File: src/rtl/rtc_irq_pkg.sv
// Package: shared widths and record types for the RTC interrupt controller.
// Assumes: the time fields are one byte each; the wildcard code sits in the two top bits.
package rtc_irq_pkg;

    localparam int unsigned BYTE_W   = 8;
    localparam int unsigned N_FIELDS = 3;   // hours, minutes, seconds
    localparam int unsigned N_SRC    = 3;   // periodic, alarm, update-ended
    localparam int unsigned EN_W     = N_SRC + 1;
    localparam logic [1:0]  WILDCARD = 2'b11;

    // Enable bits, packed in the order of the control write bits.
    typedef struct packed {
        logic sqw;
        logic upd;
        logic alm;
        logic per;
    } rtc_en_t;

    // Status flags, packed in the order of the flag read bits.
    typedef struct packed {
        logic upd;
        logic alm;
        logic per;
    } rtc_flags_t;

endpackage

File: src/rtl/rtc_alarm_match.sv
// Module: compares each time field with its alarm byte and reports a full match.
// Assumes: an alarm byte whose two top bits equal WILDCARD matches any value of its field.
module rtc_alarm_match #(
    parameter int unsigned BYTE_W   = 8,
    parameter int unsigned N_FIELDS = 3,
    parameter logic [1:0]  WILDCARD = 2'b11
) (
    input  logic [N_FIELDS-1:0][BYTE_W-1:0] cur_time,
    input  logic [N_FIELDS-1:0][BYTE_W-1:0] alm_time,
    output logic                            all_match
);

    localparam int unsigned TOP = BYTE_W - 1;

    logic [N_FIELDS-1:0] field_ok;

    // One comparator per field, built by a generate loop.
    for (genvar g = 0; g < N_FIELDS; g++) begin : g_field
        logic is_wild;
        logic is_equal;
        // Decide whether this field accepts the current time value.
        always_comb begin
            is_wild     = (alm_time[g][TOP -: 2] == WILDCARD);
            is_equal    = (alm_time[g] == cur_time[g]);
            field_ok[g] = is_wild | is_equal;
        end
    end

    // The alarm matches only when every field agrees.
    always_comb all_match = &field_ok;

endmodule

File: src/rtl/rtc_irq_enables.sv
// Module: holds the four enable bits; a control write loads them, reset clears them,
// and entering set mode drops the update-ended enable.
// Assumes: synchronous active-low reset; a set-mode rise wins over a same-cycle write.
module rtc_irq_enables
    import rtc_irq_pkg::*;
(
    input  logic    clk,
    input  logic    rst_n,
    input  logic    ctrl_we,
    input  rtc_en_t ctrl_wdata,
    input  logic    set_mode,
    output rtc_en_t en_q
);

    logic    set_prev_q;
    logic    set_rise;
    rtc_en_t en_d;

    // Track set_mode so that its rising edge can be seen (reset does not hide a level).
    always_ff @(posedge clk) begin
        set_prev_q <= set_mode;
    end

    // Find the set-mode rise and work out the next enable value.
    always_comb begin
        set_rise = set_mode & ~set_prev_q;
        en_d     = en_q;
        if (ctrl_we) begin
            en_d = ctrl_wdata;
        end
        if (set_rise) begin
            en_d.upd = 1'b0;
        end
    end

    // Enable register with synchronous clear.
    always_ff @(posedge clk) begin
        if (!rst_n) begin
            en_q <= '0;
        end else begin
            en_q <= en_d;
        end
    end

endmodule

File: src/rtl/rtc_irq_flags.sv
// Module: keeps the three status flags and drives the active-low interrupt.
// Assumes: events are one-cycle pulses; a read clears the flags unless an event
// arrives in the same cycle, in which case that event's flag stays set.
module rtc_irq_flags
    import rtc_irq_pkg::*;
(
    input  logic       clk,
    input  logic       rst_n,
    input  rtc_flags_t evt,
    input  logic       flag_rd,
    input  rtc_en_t    en,
    output rtc_flags_t flags_q,
    output logic       irq_n
);

    rtc_flags_t flags_d;
    rtc_flags_t enabled;

    // Next flag value: a read clears, and events set on top of that.
    always_comb begin
        flags_d = flag_rd ? '0 : flags_q;
        flags_d = flags_d | evt;
    end

    // Flag register with synchronous clear.
    always_ff @(posedge clk) begin
        if (!rst_n) begin
            flags_q <= '0;
        end else begin
            flags_q <= flags_d;
        end
    end

    // Combine the enabled flags into the active-low request.
    always_comb begin
        enabled.per = flags_q.per & en.per;
        enabled.alm = flags_q.alm & en.alm;
        enabled.upd = flags_q.upd & en.upd;
        irq_n       = ~(|enabled);
    end

endmodule

File: src/rtl/rtc_sqw_gen.sv
// Module: square-wave output that inverts on each periodic tick while enabled.
// Assumes: the tick already arrives at the selected rate; when disabled the output is held low.
module rtc_sqw_gen (
    input  logic clk,
    input  logic rst_n,
    input  logic sqw_en,
    input  logic rate_tick,
    output logic sqw_q
);

    // Toggle on a tick while enabled; otherwise park the output low.
    always_ff @(posedge clk) begin
        if (!rst_n) begin
            sqw_q <= 1'b0;
        end else if (!sqw_en) begin
            sqw_q <= 1'b0;
        end else if (rate_tick) begin
            sqw_q <= ~sqw_q;
        end
    end

endmodule

File: src/rtl/rtc_irq_ctrl.sv
// Module: top of the RTC interrupt controller. It wires together the enables, the alarm
// comparator, the flags with the interrupt, and the square-wave generator.
// Assumes: the alarm is compared only on update pulses; all inputs are synchronous to clk.
module rtc_irq_ctrl
    import rtc_irq_pkg::*;
(
    input  logic              clk,
    input  logic              rst_n,
    input  logic              ctrl_we,
    input  logic [EN_W-1:0]   ctrl_wdata,
    input  logic              set_mode,
    input  logic              rate_tick,
    input  logic              upd_pulse,
    input  logic              flag_rd,
    input  logic [BYTE_W-1:0] cur_hr,
    input  logic [BYTE_W-1:0] cur_min,
    input  logic [BYTE_W-1:0] cur_sec,
    input  logic [BYTE_W-1:0] alm_hr,
    input  logic [BYTE_W-1:0] alm_min,
    input  logic [BYTE_W-1:0] alm_sec,
    output logic              irq_n,
    output logic              sqw,
    output logic [EN_W-1:0]   en_out,
    output logic [N_SRC-1:0]  flags_out
);

    logic [N_FIELDS-1:0][BYTE_W-1:0] cur_time;
    logic [N_FIELDS-1:0][BYTE_W-1:0] alm_time;
    logic       alarm_hit;
    rtc_en_t    en_q;
    rtc_flags_t flags_q;
    rtc_flags_t evt;

    // Gather the separate time bytes into field arrays.
    always_comb begin
        cur_time = {cur_hr, cur_min, cur_sec};
        alm_time = {alm_hr, alm_min, alm_sec};
    end

    rtc_alarm_match #(
        .BYTE_W   (BYTE_W),
        .N_FIELDS (N_FIELDS),
        .WILDCARD (WILDCARD)
    ) u_match (
        .cur_time  (cur_time),
        .alm_time  (alm_time),
        .all_match (alarm_hit)
    );

    rtc_irq_enables u_en (
        .clk        (clk),
        .rst_n      (rst_n),
        .ctrl_we    (ctrl_we),
        .ctrl_wdata (rtc_en_t'(ctrl_wdata)),
        .set_mode   (set_mode),
        .en_q       (en_q)
    );

    // Build the event vector; the alarm is tested only on an update pulse.
    always_comb begin
        evt.per = rate_tick;
        evt.alm = upd_pulse & alarm_hit;
        evt.upd = upd_pulse;
    end

    rtc_irq_flags u_flags (
        .clk     (clk),
        .rst_n   (rst_n),
        .evt     (evt),
        .flag_rd (flag_rd),
        .en      (en_q),
        .flags_q (flags_q),
        .irq_n   (irq_n)
    );

    rtc_sqw_gen u_sqw (
        .clk       (clk),
        .rst_n     (rst_n),
        .sqw_en    (en_q.sqw),
        .rate_tick (rate_tick),
        .sqw_q     (sqw)
    );

    // Bring the enable and flag state out to the ports.
    always_comb begin
        en_out    = en_q;
        flags_out = flags_q;
    end

endmodule

File: config.mk
export PLATFORM = sky130hd
export DESIGN_NAME = rtc_irq_ctrl
export DESIGN_NICKNAME = d
export VERILOG_FILES = /design/src/rtl/rtc_irq_pkg.sv /design/src/rtl/rtc_alarm_match.sv /design/src/rtl/rtc_irq_enables.sv /design/src/rtl/rtc_irq_flags.sv /design/src/rtl/rtc_sqw_gen.sv /design/src/rtl/rtc_irq_ctrl.sv
export SDC_FILE = /design/constraint.sdc
export NUM_CORES = 1
export LEC_CHECK = 0
export BUFFER_PORTS_ARGS = -buffer_cell sky130_fd_sc_hd__buf_2
export CAP_MARGIN = 30
export CORE_MARGIN = 3
export CORE_UTILIZATION = 31
export CTS_BUF_LIST = sky130_fd_sc_hd__clkbuf_4
export DETAILED_ROUTE_END_ITERATION = 6
export PLACE_DENSITY_LB_ADDON = 0.12
export SLEW_MARGIN = 15
export SYNTH_ARGS = -nofsm -noshare
export SYNTH_HDL_FRONTEND = slang
export SYNTH_SLANG_ARGS = --single-unit
File: constraint.sdc
create_clock -name clk -period 1 [get_ports clk]
set_clock_uncertainty 0.15 [all_clocks]
set_input_delay 0.05 -clock clk [delete_from_list [all_inputs] [get_ports clk]]
set_output_delay 0.05 -clock clk [all_outputs]
set_load 0.005 [all_outputs]
# [Word level (Yosys, flattened, before mapping)]
# Cells that the tools add are included.
[classes] n_reduce_logical=4 n_eq_ne=6 n_bitwise=13 n_mux=1
[ops] op="equality test 8 bit" count=3
[ops] op="equality test 2 bit (second input constant)" count=3
[ops] op="AND 1 bit" count=5
[ops] op="NOT 1 bit" count=4
[ops] op="two-way mux 3 bit" count=1
[ops] op="OR 1 bit" count=3
[ops] op="OR 3 bit" count=1
[ops] op="AND reduction 3 bit" count=1
[ops] op="OR reduction 3 bit" count=1
[ops] op="AND reduction 2 bit" count=1
[ops] op="OR reduction 2 bit" count=1
[totals] elab_cells=33 ff_bits=9 input_bits=59 out_inout_bits=9

# [Depth between registers and ports, before layout]
[depth] depth_word=5 depth_mapped=5 depth_no_buf=5

# [By module]
# Synthesis repeated with hierarchy kept, for this count alone.
[hier_totals] hier_cells=62 hier_area_um2=605.6
[modules_own_cells] module="rtc_alarm_match" n_inst=1 seq_area_each_um2=0.0 cells_per_inst=34 area_each_um2=280.3
[modules_own_cells] module="rtc_irq_enables" n_inst=1 seq_area_each_um2=100.1 cells_per_inst=14 area_each_um2=172.7
[modules_own_cells] module="rtc_irq_flags" n_inst=1 seq_area_each_um2=60.1 cells_per_inst=10 area_each_um2=111.4
[modules_own_cells] module="rtc_sqw_gen" n_inst=1 seq_area_each_um2=20.0 cells_per_inst=3 area_each_um2=35.0
[modules_own_cells] module="rtc_irq_ctrl" n_inst=1 seq_area_each_um2=0.0 cells_per_inst=1 area_each_um2=6.3

# [Least setup slack after synthesis]
# Ideal clock, no wire load.
[synth_path] path_kind="input to register" startpoint="in alm_min[6]" endpoint="reg u_flags.flags_q[1] (netlist name)" setup_time_ps=92 required_ps=758 path_slack_ps=-15 path_buffers=0 cell_stages=4 arrival_ps=773 path_cell_list="xor2_1 nor4_1 a22oi_1 o32ai_1"
[synth_between] elab_chain_len=5 elab_cells_between_ends=6 classes_between="eq/ne: 2; bitwise: 3; reduce/logical: 1"
[synth_rtl] item="start: declaration" line="rtc_irq_ctrl.sv:19" source="input logic [BYTE_W-1:0] alm_min,"
[synth_rtl] item="equality test 8 bit / equality test 2 bit (equally long branches)" line="rtc_alarm_match.sv:24, rtc_alarm_match.sv:23"
[synth_rtl] item="OR 1 bit *" line="rtc_alarm_match.sv:25" source="field_ok[g] = is_wild | is_equal;"
[synth_rtl] item="AND reduction 3 bit *" line="rtc_alarm_match.sv:30" source="always_comb all_match = &field_ok;"
[synth_rtl] item="AND 1 bit *" line="rtc_irq_ctrl.sv:62" source="evt.alm = upd_pulse & alarm_hit;"
[synth_rtl] item="OR 3 bit *" line="rtc_irq_flags.sv:22" source="flags_d = flags_d | evt;"
# Every way passes the cells marked *; elsewhere a longest branch is shown, timed or not.
# A chain may end at the register's enable or synchronous reset.

# [Final worst setup path]
[layout_path] startpoint="reg u_en.en_q[0] (netlist name)" endpoint="out irq_n"
[layout_between] elab_chain_len=3
[layout_rtl] item="AND 1 bit" line="rtc_irq_flags.sv:36" source="enabled.per = flags_q.per & en.per;"
[layout_rtl] item="OR reduction 3 bit" line="rtc_irq_flags.sv:39" source="irq_n = ~(|enabled);"
[layout_rtl] item="NOT 1 bit" line="rtc_irq_flags.sv:39"
[layout_rtl] item="end: declaration" line="rtc_irq_ctrl.sv:21" source="output logic irq_n,"
# No other way between the ends.

==> impl_metrics.xml <==
<?xml version="1.0" encoding="UTF-8"?>
<metrics>
  <group name="outcome">
    <metric name="outcome" unit="">finished with violations</metric>
    <metric name="violations" unit="">negative hold slack, negative setup slack</metric>
  </group>
  <group name="flow_run">
    <metric name="max_cap_viol_count" unit="">0</metric>
  </group>
  <group name="power">
    <metric name="ir_worst_vdd" unit="mV">0.697</metric>
    <metric name="cellPowerDensity" unit="nW/um^2">860</metric>
    <metric name="p_total" unit="W">0.00105</metric>
    <metric name="combinationalPowerShare" unit="%">34.0</metric>
    <metric name="power_frac_clock" unit="%">29.0</metric>
    <metric name="p_int" unit="W">0.000784</metric>
    <metric name="net-switching-power" unit="W">0.000269</metric>
    <metric name="leakage" unit="nW">0.622</metric>
    <metric name="power_frac_seq" unit="%">37.0</metric>
    <metric name="p_sw_share" unit="%">25.5</metric>
  </group>
  <group name="worst_setup_path">
    <metric name="reg2regPathDepth" unit="">4</metric>
    <metric name="critPathArrivalTime" unit="ns">1.09</metric>
    <metric name="critical_path.startpoint_type" unit="">register</metric>
    <metric name="timing.critical_path.fanout_max" unit="">2</metric>
    <metric name="cp-end-kind" unit="">output pin</metric>
    <metric name="reg2reg_slack" unit="ns">0.04</metric>
    <metric name="criticalPathCategory" unit="">reg2out</metric>
    <metric name="worst-endpoint-required" unit="ns">0.80</metric>
  </group>
  <group name="clock_tree">
    <metric name="insertion_delay" unit="ns">0.26</metric>
    <metric name="clkSinkCount" unit="">9</metric>
    <metric name="tritoncts" unit="">yes</metric>
    <metric name="clock_tree.buffer_depth" unit="">2</metric>
    <metric name="cts.clk_slew.worst_paths" unit="ns">0.06</metric>
    <metric name="cts.root.buffer_cell" unit="">clkbuf_4</metric>
    <metric name="cts-buffers-inserted" unit="">3</metric>
    <metric name="htree_levels" unit="">1</metric>
  </group>
  <group name="floorplan">
    <metric name="dieWidth" unit="um">50.1</metric>
    <metric name="core.rowCount" unit="">15</metric>
    <metric name="ioPinCount" unit="">68</metric>
    <metric name="die-height" unit="um">50.1</metric>
    <metric name="initial_utilization" unit="%">33.8</metric>
    <metric name="die-area" unit="sq um">2510</metric>
    <metric name="coreArea" unit="sq um">1780</metric>
  </group>
  <group name="place">
    <metric name="hpwl" unit="um">1480</metric>
    <metric name="pre_cts_slack" unit="ns">-0.275</metric>
    <metric name="global_placer_s_final_weighted_congestion" unit="">0.688</metric>
    <metric name="post_placement_cell_area" unit="sq um">1010</metric>
    <metric name="port-buffer-count" unit="">67</metric>
  </group>
  <group name="logic_synthesis">
    <metric name="synth-seq-cells" unit="">9</metric>
    <metric name="yosys_warnings" unit="">0</metric>
    <metric name="synth_largest_type_area_fraction" unit="%">29.9</metric>
    <metric name="ys_top_cells_by_count" unit="">17 x xor2_1, 9 x dfxtp_1, 8 x xnor2_1</metric>
    <metric name="synthFlopType" unit="">dfxtp_1</metric>
    <metric name="synth.top_cells.by_area" unit="">dfxtp_1 30%, xor2_1 25%, xnor2_1 12%</metric>
    <metric name="synth.yosys.seq_area_share" unit="%">29.9</metric>
    <metric name="synth_enable_flop_cells" unit="">0</metric>
    <metric name="mappedNetlistArea" unit="sq um">603</metric>
    <metric name="synth_most_common_cell" unit="">xor2_1</metric>
    <metric name="synth_fp_nets" unit="">124</metric>
    <metric name="synth-async-reset-ratio" unit="%">0</metric>
    <metric name="number_of_distinct_library_cells_after_synthesis" unit="">19</metric>
    <metric name="synth_top_cell_by_area" unit="">dfxtp_1</metric>
    <metric name="synthesis.area_per_instance" unit="sq um">9.28</metric>
    <metric name="syn_inst" unit="">65</metric>
  </group>
  <group name="min_path">
    <metric name="hp-class" unit="">in2reg</metric>
    <metric name="min_path_cells" unit="">3</metric>
  </group>
  <group name="grt">
    <metric name="first_global_vias" unit="">729</metric>
    <metric name="grt.total_usage" unit="%">15.3</metric>
    <metric name="antenna_found_initial" unit="">0</metric>
    <metric name="grt_remaining_overflow" unit="">0</metric>
    <metric name="grt_pass1_wl" unit="um">2900</metric>
    <metric name="grt_start_max_net_pins" unit="">9</metric>
  </group>
  <group name="sta">
    <metric name="final-setup-viol-count" unit="">2</metric>
    <metric name="finalHoldWorstSlack" unit="ns">-0.00305</metric>
    <metric name="maxSlewViolCount" unit="">0</metric>
    <metric name="worst_tran_pin_value" unit="ns">0.293</metric>
    <metric name="max_clock_freq" unit="MHz">776</metric>
    <metric name="layout_setup_ws" unit="ns">-0.288</metric>
    <metric name="grt_setup_unrepaired" unit="">yes</metric>
    <metric name="min_cycle_time_layout" unit="ns">1.29</metric>
    <metric name="slew-limit-headroom" unit="%">80.5</metric>
    <metric name="report.final.hold_viol_count" unit="">1</metric>
    <metric name="portion_of_the_clock_cycle_consumed_by_the_worst_path_in_the_final_layout" unit="%">129</metric>
  </group>
  <group name="routing">
    <metric name="post_drt_via_cell_ratio" unit="">4.46</metric>
    <metric name="routed-via-count" unit="">790</metric>
    <metric name="ant_nets" unit="">0</metric>
    <metric name="route.detailed.drc" unit="">0</metric>
    <metric name="routed_wire_length_per_instance" unit="um">10.8</metric>
    <metric name="drt-initial-drc-count" unit="">8</metric>
    <metric name="drtPass1Iterations" unit="">7</metric>
    <metric name="finalWirelength" unit="um">1910</metric>
  </group>
  <group name="layout">
    <metric name="nets" unit="">212</metric>
    <metric name="fin_area" unit="sq um">1220</metric>
    <metric name="share_of_layout_cells_above_drive_strength_1" unit="%">56.6</metric>
    <metric name="antenna-diode-count" unit="">0</metric>
    <metric name="area_growth_syn_to_layout" unit="%">103</metric>
  </group>
</metrics>
registers in the layout, indices dropped and copies added, names as in the netlist:
name and cells:
u_en.en_q 4, u_flags.flags_q 3, u_en.set_prev_q 1, u_sqw.sqw_q 1
critical path, stage by stage, from the launching register on:
cell and delay (ns):
dfxtp_2 0.32, a222oi_1 0.34, buf_2 0.18
worst paths after layout:
check / endpoint / from
max reg2reg: u_flags.flags_q[1]$_SDFF_PN0_ / u_flags.flags_q[1]$_SDFF_PN0_
min: u_en.en_q[3]$_SDFFE_PN0P_ / ctrl_we
max: irq_n / u_en.en_q[0]$_SDFFE_PN0P_
min reg2reg: u_en.en_q[2]$_SDFFE_PP0P_ / u_en.set_prev_q$_DFF_P_
through the flow:
stage	TNS (ns)	instances	hold WS (ns)	util [%]
finish	-0.296	177	-0.00305	68.6
global route	-0.557	177	0.00581	68.6
CTS	-0.539	176	-0.0411	65.9
detailed placement	-0.283	162	0.0245	56.7
global placement	-0.229	162	0.0188	56.7
floorplan	-0.00444	65	-0.0723	-
what timing repair did:
item                                    CTS  global route
hold buffers                             10             1
hold endpoints to repair                  9             1
buffers inserted                          0             1
gates resized for setup                   9             8
pin swaps                                 1             4
endpoints found under the setup margin    5            10
cell type report:
cell class / instances / area (sq um)
sequential: 9 / 185
clock buffer: 4 / 30.0
timing repair buffer: 85 / 539
inverter: 2 / 7.51
fill: 145 / 559
multi-input combinational: 52 / 430
tap: 25 / 31.3
kinds of logic after synthesis:
kind of cell	Yosys count	share of synthesized area [%]
simple gates	15	14.5
xor+xnor	25	36.3
buf+inv	4	3.11
compound gates	9	11.2
flops	9	29.9
mux	3	4.98
routing by layer:
layer | track usage [%] | vias up | share of wire [%]
met4 | 8.29 | 0 | 2.1
met2 | 27.4 | 39 | 53
met5 | 0 | - | 0
li1 | - | 400 | -
met1 | 15.4 | 347 | 35
met3 | 4.83 | 4 | 9.6
placed cells by master (no fill, tap or decap), drive strengths merged:
master and instances:
buf 74, xor2 17, dlygate4sd3 10, dfxtp 9, xnor2 8, nor2b 5
clkbuf 4, nor4 4, mux2i 3, a22oi 2, nand4 2, nand2 2
o21a 2, inv 2, o21ai 2, a222oi 1, nand3 1, o32ai 1
and3 1, a221oi 1, dlymetal6s4s 1
power groups by stage:
stage | logic (W) | registers (W) | clock network, W
after floorplan | 0.000116 | 0.000396 | 0
after global placement | 0.000290 | 0.000394 | 0
after detailed placement | 0.000299 | 0.000395 | 0
after CTS | 0.000341 | 0.000389 | 0.000320
after global routing | 0.000394 | 0.000392 | 0.000355
final | 0.000358 | 0.000390 | 0.000305
(Power assumes the default switching activity.)
